===== src/rtl/gpio_irq_pkg.sv =====
package gpio_irq_pkg;
  localparam int unsigned PORT_W = 32;
  localparam int unsigned OFFS_W = 6;

  typedef enum logic [1:0] {
    TRIG_LOW  = 2'b00,
    TRIG_HIGH = 2'b01,
    TRIG_RISE = 2'b10,
    TRIG_FALL = 2'b11
  } trig_e;

  localparam logic [7:0] OFF_DOUT = 8'h00;
  localparam logic [7:0] OFF_DIR  = 8'h04;
  localparam logic [7:0] OFF_PAD  = 8'h08;
  localparam logic [7:0] OFF_CFGL = 8'h0C;
  localparam logic [7:0] OFF_CFGH = 8'h10;
  localparam logic [7:0] OFF_MASK = 8'h14;
  localparam logic [7:0] OFF_STAT = 8'h18;
  localparam logic [7:0] OFF_BOTH = 8'h1C;
endpackage


===== src/rtl/gpio_sync.sv =====
module gpio_sync #(
  parameter int unsigned W = 32
) (
  input  logic         clk,
  input  logic         rst_n,
  input  logic [W-1:0] d_async,
  output logic [W-1:0] d_sync
);
  logic [W-1:0] meta_q;
  logic [W-1:0] sync_q;

  always_ff @(posedge clk or negedge rst_n) begin
    if (!rst_n) begin
      meta_q <= '0;
      sync_q <= '0;
    end else begin
      meta_q <= d_async;
      sync_q <= meta_q;
    end
  end

  assign d_sync = sync_q;
endmodule


===== src/rtl/gpio_regs.sv =====
module gpio_regs
  import gpio_irq_pkg::*;
#(
  parameter int unsigned W      = PORT_W,
  parameter int unsigned ADDR_W = OFFS_W
) (
  input  logic              clk,
  input  logic              rst_n,
  input  logic              bus_we,
  input  logic [ADDR_W-1:0] bus_addr,
  input  logic [W-1:0]      bus_wdata,
  input  logic [W-1:0]      pad_lvl,
  input  logic [W-1:0]      status_q,
  output logic [W-1:0]      bus_rdata,
  output logic [W-1:0]      dout_q,
  output logic [W-1:0]      dir_q,
  output logic [W-1:0]      cfg_lo_q,
  output logic [W-1:0]      cfg_hi_q,
  output logic [W-1:0]      mask_q,
  output logic [W-1:0]      both_q,
  output logic [W-1:0]      stat_clr
);
  logic wr_dout, wr_dir, wr_cfgl, wr_cfgh, wr_mask, wr_both, wr_stat, wr_pad;
  logic [W-1:0] dout_d, dir_d, cfgl_d, cfgh_d, mask_d, both_d;

  assign wr_dout = bus_we && (bus_addr == OFF_DOUT[ADDR_W-1:0]);
  assign wr_dir  = bus_we && (bus_addr == OFF_DIR[ADDR_W-1:0]);
  assign wr_pad  = bus_we && (bus_addr == OFF_PAD[ADDR_W-1:0]);
  assign wr_cfgl = bus_we && (bus_addr == OFF_CFGL[ADDR_W-1:0]);
  assign wr_cfgh = bus_we && (bus_addr == OFF_CFGH[ADDR_W-1:0]);
  assign wr_mask = bus_we && (bus_addr == OFF_MASK[ADDR_W-1:0]);
  assign wr_stat = bus_we && (bus_addr == OFF_STAT[ADDR_W-1:0]);
  assign wr_both = bus_we && (bus_addr == OFF_BOTH[ADDR_W-1:0]);

  assign stat_clr = wr_stat ? bus_wdata : '0;

  always_comb begin
    dout_d = wr_dout ? bus_wdata : dout_q;
    dir_d  = wr_dir  ? bus_wdata : dir_q;
    cfgl_d = wr_cfgl ? bus_wdata : cfg_lo_q;
    cfgh_d = wr_cfgh ? bus_wdata : cfg_hi_q;
    mask_d = wr_mask ? bus_wdata : mask_q;
    both_d = wr_both ? bus_wdata : both_q;
  end

  always_ff @(posedge clk or negedge rst_n) begin
    if (!rst_n) begin
      dout_q   <= '0;
      dir_q    <= '0;
      cfg_lo_q <= '0;
      cfg_hi_q <= '0;
      mask_q   <= '0;
      both_q   <= '0;
    end else begin
      dout_q   <= dout_d;
      dir_q    <= dir_d;
      cfg_lo_q <= cfgl_d;
      cfg_hi_q <= cfgh_d;
      mask_q   <= mask_d;
      both_q   <= both_d;
    end
  end

  always_comb begin
    bus_rdata = '0;
    case (bus_addr)
      OFF_DOUT[ADDR_W-1:0]: bus_rdata = dout_q;
      OFF_DIR[ADDR_W-1:0]:  bus_rdata = dir_q;
      OFF_PAD[ADDR_W-1:0]:  bus_rdata = pad_lvl;
      OFF_CFGL[ADDR_W-1:0]: bus_rdata = cfg_lo_q;
      OFF_CFGH[ADDR_W-1:0]: bus_rdata = cfg_hi_q;
      OFF_MASK[ADDR_W-1:0]: bus_rdata = mask_q;
      OFF_STAT[ADDR_W-1:0]: bus_rdata = status_q;
      OFF_BOTH[ADDR_W-1:0]: bus_rdata = both_q;
      default:              bus_rdata = '0;
    endcase
  end

  // a write to the read-only level word leaves the writable words alone
  a_r3_pad_write_ignored: assert property (@(posedge clk) disable iff (!rst_n)
    wr_pad |=> ($stable(dout_q) && $stable(dir_q) && $stable(mask_q)));
endmodule


===== src/rtl/gpio_irq_detect.sv =====
module gpio_irq_detect
  import gpio_irq_pkg::*;
#(
  parameter int unsigned W = PORT_W
) (
  input  logic         clk,
  input  logic         rst_n,
  input  logic [W-1:0] lvl,
  input  logic [W-1:0] cfg_lo,
  input  logic [W-1:0] cfg_hi,
  input  logic [W-1:0] both_en,
  input  logic [W-1:0] clr,
  output logic [W-1:0] status_q
);
  localparam int unsigned HALF = W / 2;

  logic [W-1:0] prev_q;
  logic [W-1:0] set_vec;
  logic [W-1:0] status_d;

  for (genvar i = 0; i < W; i++) begin : g_pin
    localparam int unsigned B = 2 * (i % HALF);
    trig_e mode;
    logic  rise, fall;
    if (i < HALF) begin : g_lo
      assign mode = trig_e'(cfg_lo[B+1:B]);
    end else begin : g_hi
      assign mode = trig_e'(cfg_hi[B+1:B]);
    end
    assign rise = lvl[i] & ~prev_q[i];
    assign fall = ~lvl[i] & prev_q[i];
    always_comb begin
      if (both_en[i]) begin
        set_vec[i] = rise | fall;
      end else begin
        case (mode)
          TRIG_LOW:  set_vec[i] = ~lvl[i];
          TRIG_HIGH: set_vec[i] = lvl[i];
          TRIG_RISE: set_vec[i] = rise;
          default:   set_vec[i] = fall;
        endcase
      end
    end
  end

  assign status_d = (status_q & ~clr) | set_vec;

  always_ff @(posedge clk or negedge rst_n) begin
    if (!rst_n) begin
      prev_q   <= '0;
      status_q <= '0;
    end else begin
      prev_q   <= lvl;
      status_q <= status_d;
    end
  end

  // a detection always lands, even against a clear in the same cycle
  a_r10_set_wins: assert property (@(posedge clk) disable iff (!rst_n)
    (|set_vec) |=> ((status_q & $past(set_vec)) == $past(set_vec)));

  // a cleared bit with no concurrent detection is zero afterwards
  a_r9_clear_takes: assert property (@(posedge clk) disable iff (!rst_n)
    (|(clr & ~set_vec)) |=> ((status_q & $past(clr & ~set_vec)) == '0));

  // bits neither detected nor cleared keep their value
  a_r9_sticky_hold: assert property (@(posedge clk) disable iff (!rst_n)
    ((status_q & ~$past(set_vec | clr)) == ($past(status_q) & ~$past(set_vec | clr))));
endmodule


===== src/rtl/gpio_irq_port.sv =====
module gpio_irq_port
  import gpio_irq_pkg::*;
#(
  parameter int unsigned W      = PORT_W,
  parameter int unsigned ADDR_W = OFFS_W
) (
  input  logic              clk,
  input  logic              rst_n,
  input  logic              bus_we,
  input  logic [ADDR_W-1:0] bus_addr,
  input  logic [W-1:0]      bus_wdata,
  output logic [W-1:0]      bus_rdata,
  input  logic [W-1:0]      pad_in,
  output logic [W-1:0]      pad_out,
  output logic [W-1:0]      pad_oe,
  output logic              irq_lo,
  output logic              irq_hi
);
  localparam int unsigned HALF = W / 2;

  logic [1:0]   rst_pipe_q;
  logic         rst_int_n;
  logic [W-1:0] pad_lvl;
  logic [W-1:0] status_q, stat_clr;
  logic [W-1:0] cfg_lo_q, cfg_hi_q, mask_q, both_q;
  logic [W-1:0] pend;

  always_ff @(posedge clk or negedge rst_n) begin
    if (!rst_n) rst_pipe_q <= '0;
    else        rst_pipe_q <= {rst_pipe_q[0], 1'b1};
  end
  assign rst_int_n = rst_pipe_q[1];

  gpio_sync #(.W(W)) u_sync (
    .clk     (clk),
    .rst_n   (rst_int_n),
    .d_async (pad_in),
    .d_sync  (pad_lvl)
  );

  gpio_regs #(.W(W), .ADDR_W(ADDR_W)) u_regs (
    .clk       (clk),
    .rst_n     (rst_int_n),
    .bus_we    (bus_we),
    .bus_addr  (bus_addr),
    .bus_wdata (bus_wdata),
    .pad_lvl   (pad_lvl),
    .status_q  (status_q),
    .bus_rdata (bus_rdata),
    .dout_q    (pad_out),
    .dir_q     (pad_oe),
    .cfg_lo_q  (cfg_lo_q),
    .cfg_hi_q  (cfg_hi_q),
    .mask_q    (mask_q),
    .both_q    (both_q),
    .stat_clr  (stat_clr)
  );

  gpio_irq_detect #(.W(W)) u_detect (
    .clk      (clk),
    .rst_n    (rst_int_n),
    .lvl      (pad_lvl),
    .cfg_lo   (cfg_lo_q),
    .cfg_hi   (cfg_hi_q),
    .both_en  (both_q),
    .clr      (stat_clr),
    .status_q (status_q)
  );

  assign pend   = status_q & mask_q;
  assign irq_lo = |pend[HALF-1:0];
  assign irq_hi = |pend[W-1:HALF];

  // with the low half fully masked off, the low line stays quiet
  a_r11_lo_masked: assert property (@(posedge clk) disable iff (!rst_int_n)
    (mask_q[HALF-1:0] == '0) |-> !irq_lo);

  // with no high-half bit pending, the high line stays quiet
  a_r11_hi_idle: assert property (@(posedge clk) disable iff (!rst_int_n)
    (status_q[W-1:HALF] == '0) |-> !irq_hi);
endmodule


===== config.mk =====
export PLATFORM = sky130hd
export DESIGN_NAME = gpio_irq_port
export DESIGN_NICKNAME = d
export VERILOG_FILES = /design/src/rtl/gpio_irq_pkg.sv /design/src/rtl/gpio_sync.sv /design/src/rtl/gpio_regs.sv /design/src/rtl/gpio_irq_detect.sv /design/src/rtl/gpio_irq_port.sv
export SDC_FILE = /design/constraint.sdc
export NUM_CORES = 1
export LEC_CHECK = 0
export BUFFER_PORTS_ARGS = -buffer_cell sky130_fd_sc_hd__buf_4
export CAP_MARGIN = 20
export CORE_ASPECT_RATIO = 0.75
export CORE_MARGIN = 10
export CORE_UTILIZATION = 55
export DETAILED_ROUTE_END_ITERATION = 16
export PLACE_DENSITY = 0.78
export SYNTH_ARGS = -nofsm -noshare
export SYNTH_HDL_FRONTEND = slang
export SYNTH_SLANG_ARGS = --single-unit

===== constraint.sdc =====
create_clock -name clk -period 21.8 [get_ports clk]
set_input_delay 0 -clock clk [delete_from_list [all_inputs] [get_ports clk]]
set_output_delay 0 -clock clk [all_outputs]
set_load 0.02 [all_outputs]

# Word-level counts from Yosys, hierarchy flattened
# Index checks and enable logic that the tools add are counted.
# word_totals
input_bits	73
wordCells	354
out_inout_bits	98
regBits	322
# classes
n_reduce_logical	42
n_eq_ne	71
n_bitwise	164
n_mux	66
# op_table
operator	n
32-bit one-hot mux with 8 select lines	1
1-bit one-hot mux with 3 select lines	32
1-bit AND	64
32-bit AND	2
2-bit by 1-bit equality test with 1-bit output, second input constant	32
2-bit equality test, second input constant	32
2-bit zero test	32
1-bit inverter	64
1-bit 2-to-1 mux	32
32-bit 2-to-1 mux	1
32-bit inverter	1
1-bit bitwise OR	32
32-bit bitwise OR	1
16-bit OR reduction	2
6-bit by 5-bit equality test with 1-bit output, second input constant	4
6-bit by 4-bit equality test with 1-bit output, second input constant	2
1-bit logical AND	7
6-bit by 3-bit equality test with 1-bit output, second input constant	1
6-bit zero test	1

# Longest topological paths before layout
# logic_depth
ltp_word	6
depth_mapped	7
ltp_nobuf	6

# Hierarchy
# Synthesis repeated with hierarchy kept, for this count alone.
# unflattened
hier_cells	1105
area_unflattened_um2	15309.7
# by_module_without_submodules
mod	area_per_inst_um2	cells_per_inst	instances	seq_area_each_um2
gpio_regs	9247.6	636	1	4804.6
gpio_irq_detect	4204.0	384	1	1601.5
gpio_sync	1601.5	64	1	1601.5
gpio_irq_port	256.5	21	1	50.0

# Least setup slack after synthesis
# No wires, ideal clock.
# synth_path
path_type	input to register
from	input port bus_addr[5]
to	register u_regs.both_q[27]
path_stages	5
setup_ps	125
setup_slack_ps	20230
path_buffers	2
arrival_ps	1445
required_time_ps	21675
cell_sequence	or4b_1 buf_2 nor2_4 buf_2 mux2_2
# synth_via
elab_chain_cells	2
# synth_lines
element	line_no	text
start: declaration	gpio_irq_port.sv:10	input logic [ADDR_W-1:0] bus_addr,
6-bit by 5-bit equality test with 1-bit output	gpio_regs.sv:33	assign wr_both = bus_we && (bus_addr == OFF_BOTH[ADDR_W-1:0]);
1-bit logical AND	gpio_regs.sv:33	
end signal: assignment	gpio_regs.sv:60	both_q <= both_d;
end: declaration	gpio_regs.sv:20	output logic [W-1:0] both_q,
# Every way passes these cells.
# A chain may end at the register's enable or synchronous reset.

==> run summary <==
Status: finished clean
Synth async-reset ratio: 100%
Syn Nets: 1284
Crit path kind: reg2async
Post-Synthesis Cell Area: 15200 sq um
Max stage delay cell, worst path: dfrtp_4
Largest family of logic cells by synthesized area: multiplexers
Post-synthesis cell type count: 41
# DRC: 0
Max Slew Vio Count: 0
H-tree depth reported by CTS: 1
Top-Level Pins: 171
Arrival @ worst endpoint: 3410 ps
Initial antenna violation count: 0
Gr usage total: 24.1%
Power consumption: 1.49 mW
Reg2Reg Depth: 2
CTS clk-pin slew, worst paths: 60 ps
Clk root buf: clkbuf_16
Grt ovf: 0
Mapped Cells: 1147
Initial Util: 56.1%
CTS tree: built
Crit Reg-Reg Startpoint: rst_pipe_q[1]
Die Wd: 212 um
RSZ-0062 raised after global routing: false
Largest net degree at the start of global routing: 166
CTS max path bufs: 3
Max VDD drop: 0.0755 mV
Placed Area: 16900 sq um
Post-Synth Adder-Cell Area: 5.26%
Crit path buf inv count: 2
Post-synthesis mux area share: 23.7%
Syn Area/Cell: 13.3 sq um
DRT Pass-1 Iters: 6
FF-to-FF setup slack: 18930 ps
GR Util met2: 37.5%
Hold_sp: bus_we
DIE HEIGHT: 164 um
Hold Fails Final Rpt: 0
Setup crit start kind: flop
Post-Route WL: 41.6 mm
Actual slew at the worst max-slew pin: 1140 ps
Register bit count reported by yosys: 322
Layout cells sized above 1: 35.9%
Setup crit end kind: async pin
Die area: 34800 sq um
Post-layout minimum cycle time: 2870 ps
Hold path endpoint: u_regs.cfg_lo_q[30]
Setup violators final: 0
Vias/cell: 6.01
Worst path max stage delay: 1060 ps
Post-CTS Setup Bufs: 0
Antenna Violating Nets Remaining: 0
Commonest non-fill, non-tap cell in the layout: dfrtp_1
R2R Path End: u_regs.cfg_hi_q[7]
Worst EP required: 22340 ps
Xor and xnor fraction of the mapped netlist area: 1.73%
Final #Nets: 1520
Core Footprint: 27100 sq um
Max-cap violations: 0
IO Port Bufs: 170
Vias in the first global route: 11200
Clk_skew: 18.0 ps
Routability-driven placement congestion ratio: 0.852
Routed wire per std cell: 23.7 um
Most frequent cells in the layout: 321 x dfrtp_1, 197 x mux2_2, 184 x buf_4, 94 x inv_1, 66 x dlygate4sd3_1
Initial DRC count: 994
Finished Layout Cells: 1754
Synth Warn #: 0
CTS Sinks: 322
Max Fanout on Critical Path: 165
Synth-to-layout area growth: 21.6%
CP Cell Sequence: buf_12 > buf_4
Hold Path Depth: 4
N_diodes: 0
Power per cell area: 80.7 nW/um^2
Row cnt: 52
Share of the synthesized area in the top cell type: 52.9%
GR Util met3: 5.92%
Final instance area: 18500 sq um
Max-slew headroom: 24.0%
Setup TNS: 0 ps
Worst-skew pair later-pin latency: 560 ps
Post-DP HPWL: 27.3 mm
Hold Crit Class: in2reg
Levels on crit path: 2
Fmax: 349 MHz
Post-synth top area cell: dfrtp_1
Placed Cells: 1635
Synth Area in Compound Gates: 8.48%
Met1 usage: 33.5%
Most used DFF post-synth: dfrtp_1
Via count: 10500
GR peak layer: met2
EDFF count, synth: 0
Static leakage: 9.09 nW
Top cells by area, synth: dfrtp_1 53%, mux2_2 15%, mux4_2 5.3%, ha_1 5.3%, mux2_4 3.0%
First-pass GRT wire length: 65.4 mm
Final period util: 13.2%
CTS buffer count: 31
Post-synthesis sequential area ratio: 52.9%
Area share of and/or/nand/nor cells after synthesis: 4.01%
Crit path max-delay family: buffers and inverters
## sequential cells by signal, indices dropped and copies added (netlist names), 32 cells and up
register and count:
u_detect.status_q 32, u_sync.meta_q 32, u_sync.d_sync 32, u_regs.dout_q 32
u_regs.cfg_hi_q 32, u_regs.dir_q 32, u_regs.cfg_lo_q 32, u_regs.both_q 32
u_regs.mask_q 32, u_detect.prev_q 32
## cells in the mapped netlist (20+ instances only)
master     n
inv_1     94
a22o_1    28
mux4_2    36
dfrtp_1  322
nand2_1   61
mux2_2   197
xor2_1    30
mux2_4    30
ha_1      64
nor2_1    33
a22oi_1   56
o21ai_0   29
a21oi_1   28
nand3_1   20
## routing by layer
layer | vias up | part of all wire [%]
li1 | 4598 | -
met1 | 5433 | 42
met2 | 431 | 46
met3 | 71 | 9.1
met4 | 0 | 2.2
met5 | - | 0
## cell families (layout without fill, tap and decap cells)
kind of cell    count (synthesis)  after routing
flops                         322            322
mux                           274            274
compound gates                184            184
buf+inv                       142            398
simple gates                  130            130
fa+ha+maj                      64             64
xor+xnor                       30             30
other cells                     1              1
## how the worst max path moves through the flow
stage                        startpoint             endpoint  slack (ps)
after floorplan           rst_pipe_q[1]   u_detect.prev_q[0]       12160
after CTS                 rst_pipe_q[1]    u_regs.mask_q[22]       18800
final                     rst_pipe_q[1]   u_regs.cfg_hi_q[7]       18930
after detailed placement  rst_pipe_q[1]  u_regs.cfg_hi_q[14]       18810
after global routing      rst_pipe_q[1]   u_regs.cfg_hi_q[7]       18480
after global placement    rst_pipe_q[1]  u_regs.cfg_hi_q[14]       18840
## worst min-delay path, stage by stage
cell and delay, ps:
buf_4 140, nand3_1 160, nor2_2 80, mux2_1 190
## layout make-up
class / instances / area, sq um
multi-input cells: 683 / 6610
repair buffers: 251 / 2060
clock buffers: 47 / 906
inverters: 94 / 353
fillers: 1878 / 8620
flip-flops and latches: 322 / 8060
well taps: 351 / 439
clock inverters: 6 / 80.1
## power by group
group          internal [mW]  switching, mW
combinational          0.132          0.109
clock                  0.307          0.223
sequential             0.656         0.0668
## metrics by stage
step,setup slack (ps),hold WS [ps],utilization (%)
global route,18480,61.4,68.2
finish,18930,33.8,68.2
CTS,18800,13.7,68.2
detailed placement,18810,-216,62.2
global placement,18840,-217,62.2
floorplan,12160,-296,-
## what timing repair did
| item | 4_1_cts | 5_1_grt |
|---|---|---|
| resized for setup | 0 | 0 |
| hold buffers | 66 | 0 |
| hold endpoints to repair | 258 | 0 |
No activity file was read; power rests on OpenSTA's default activity.
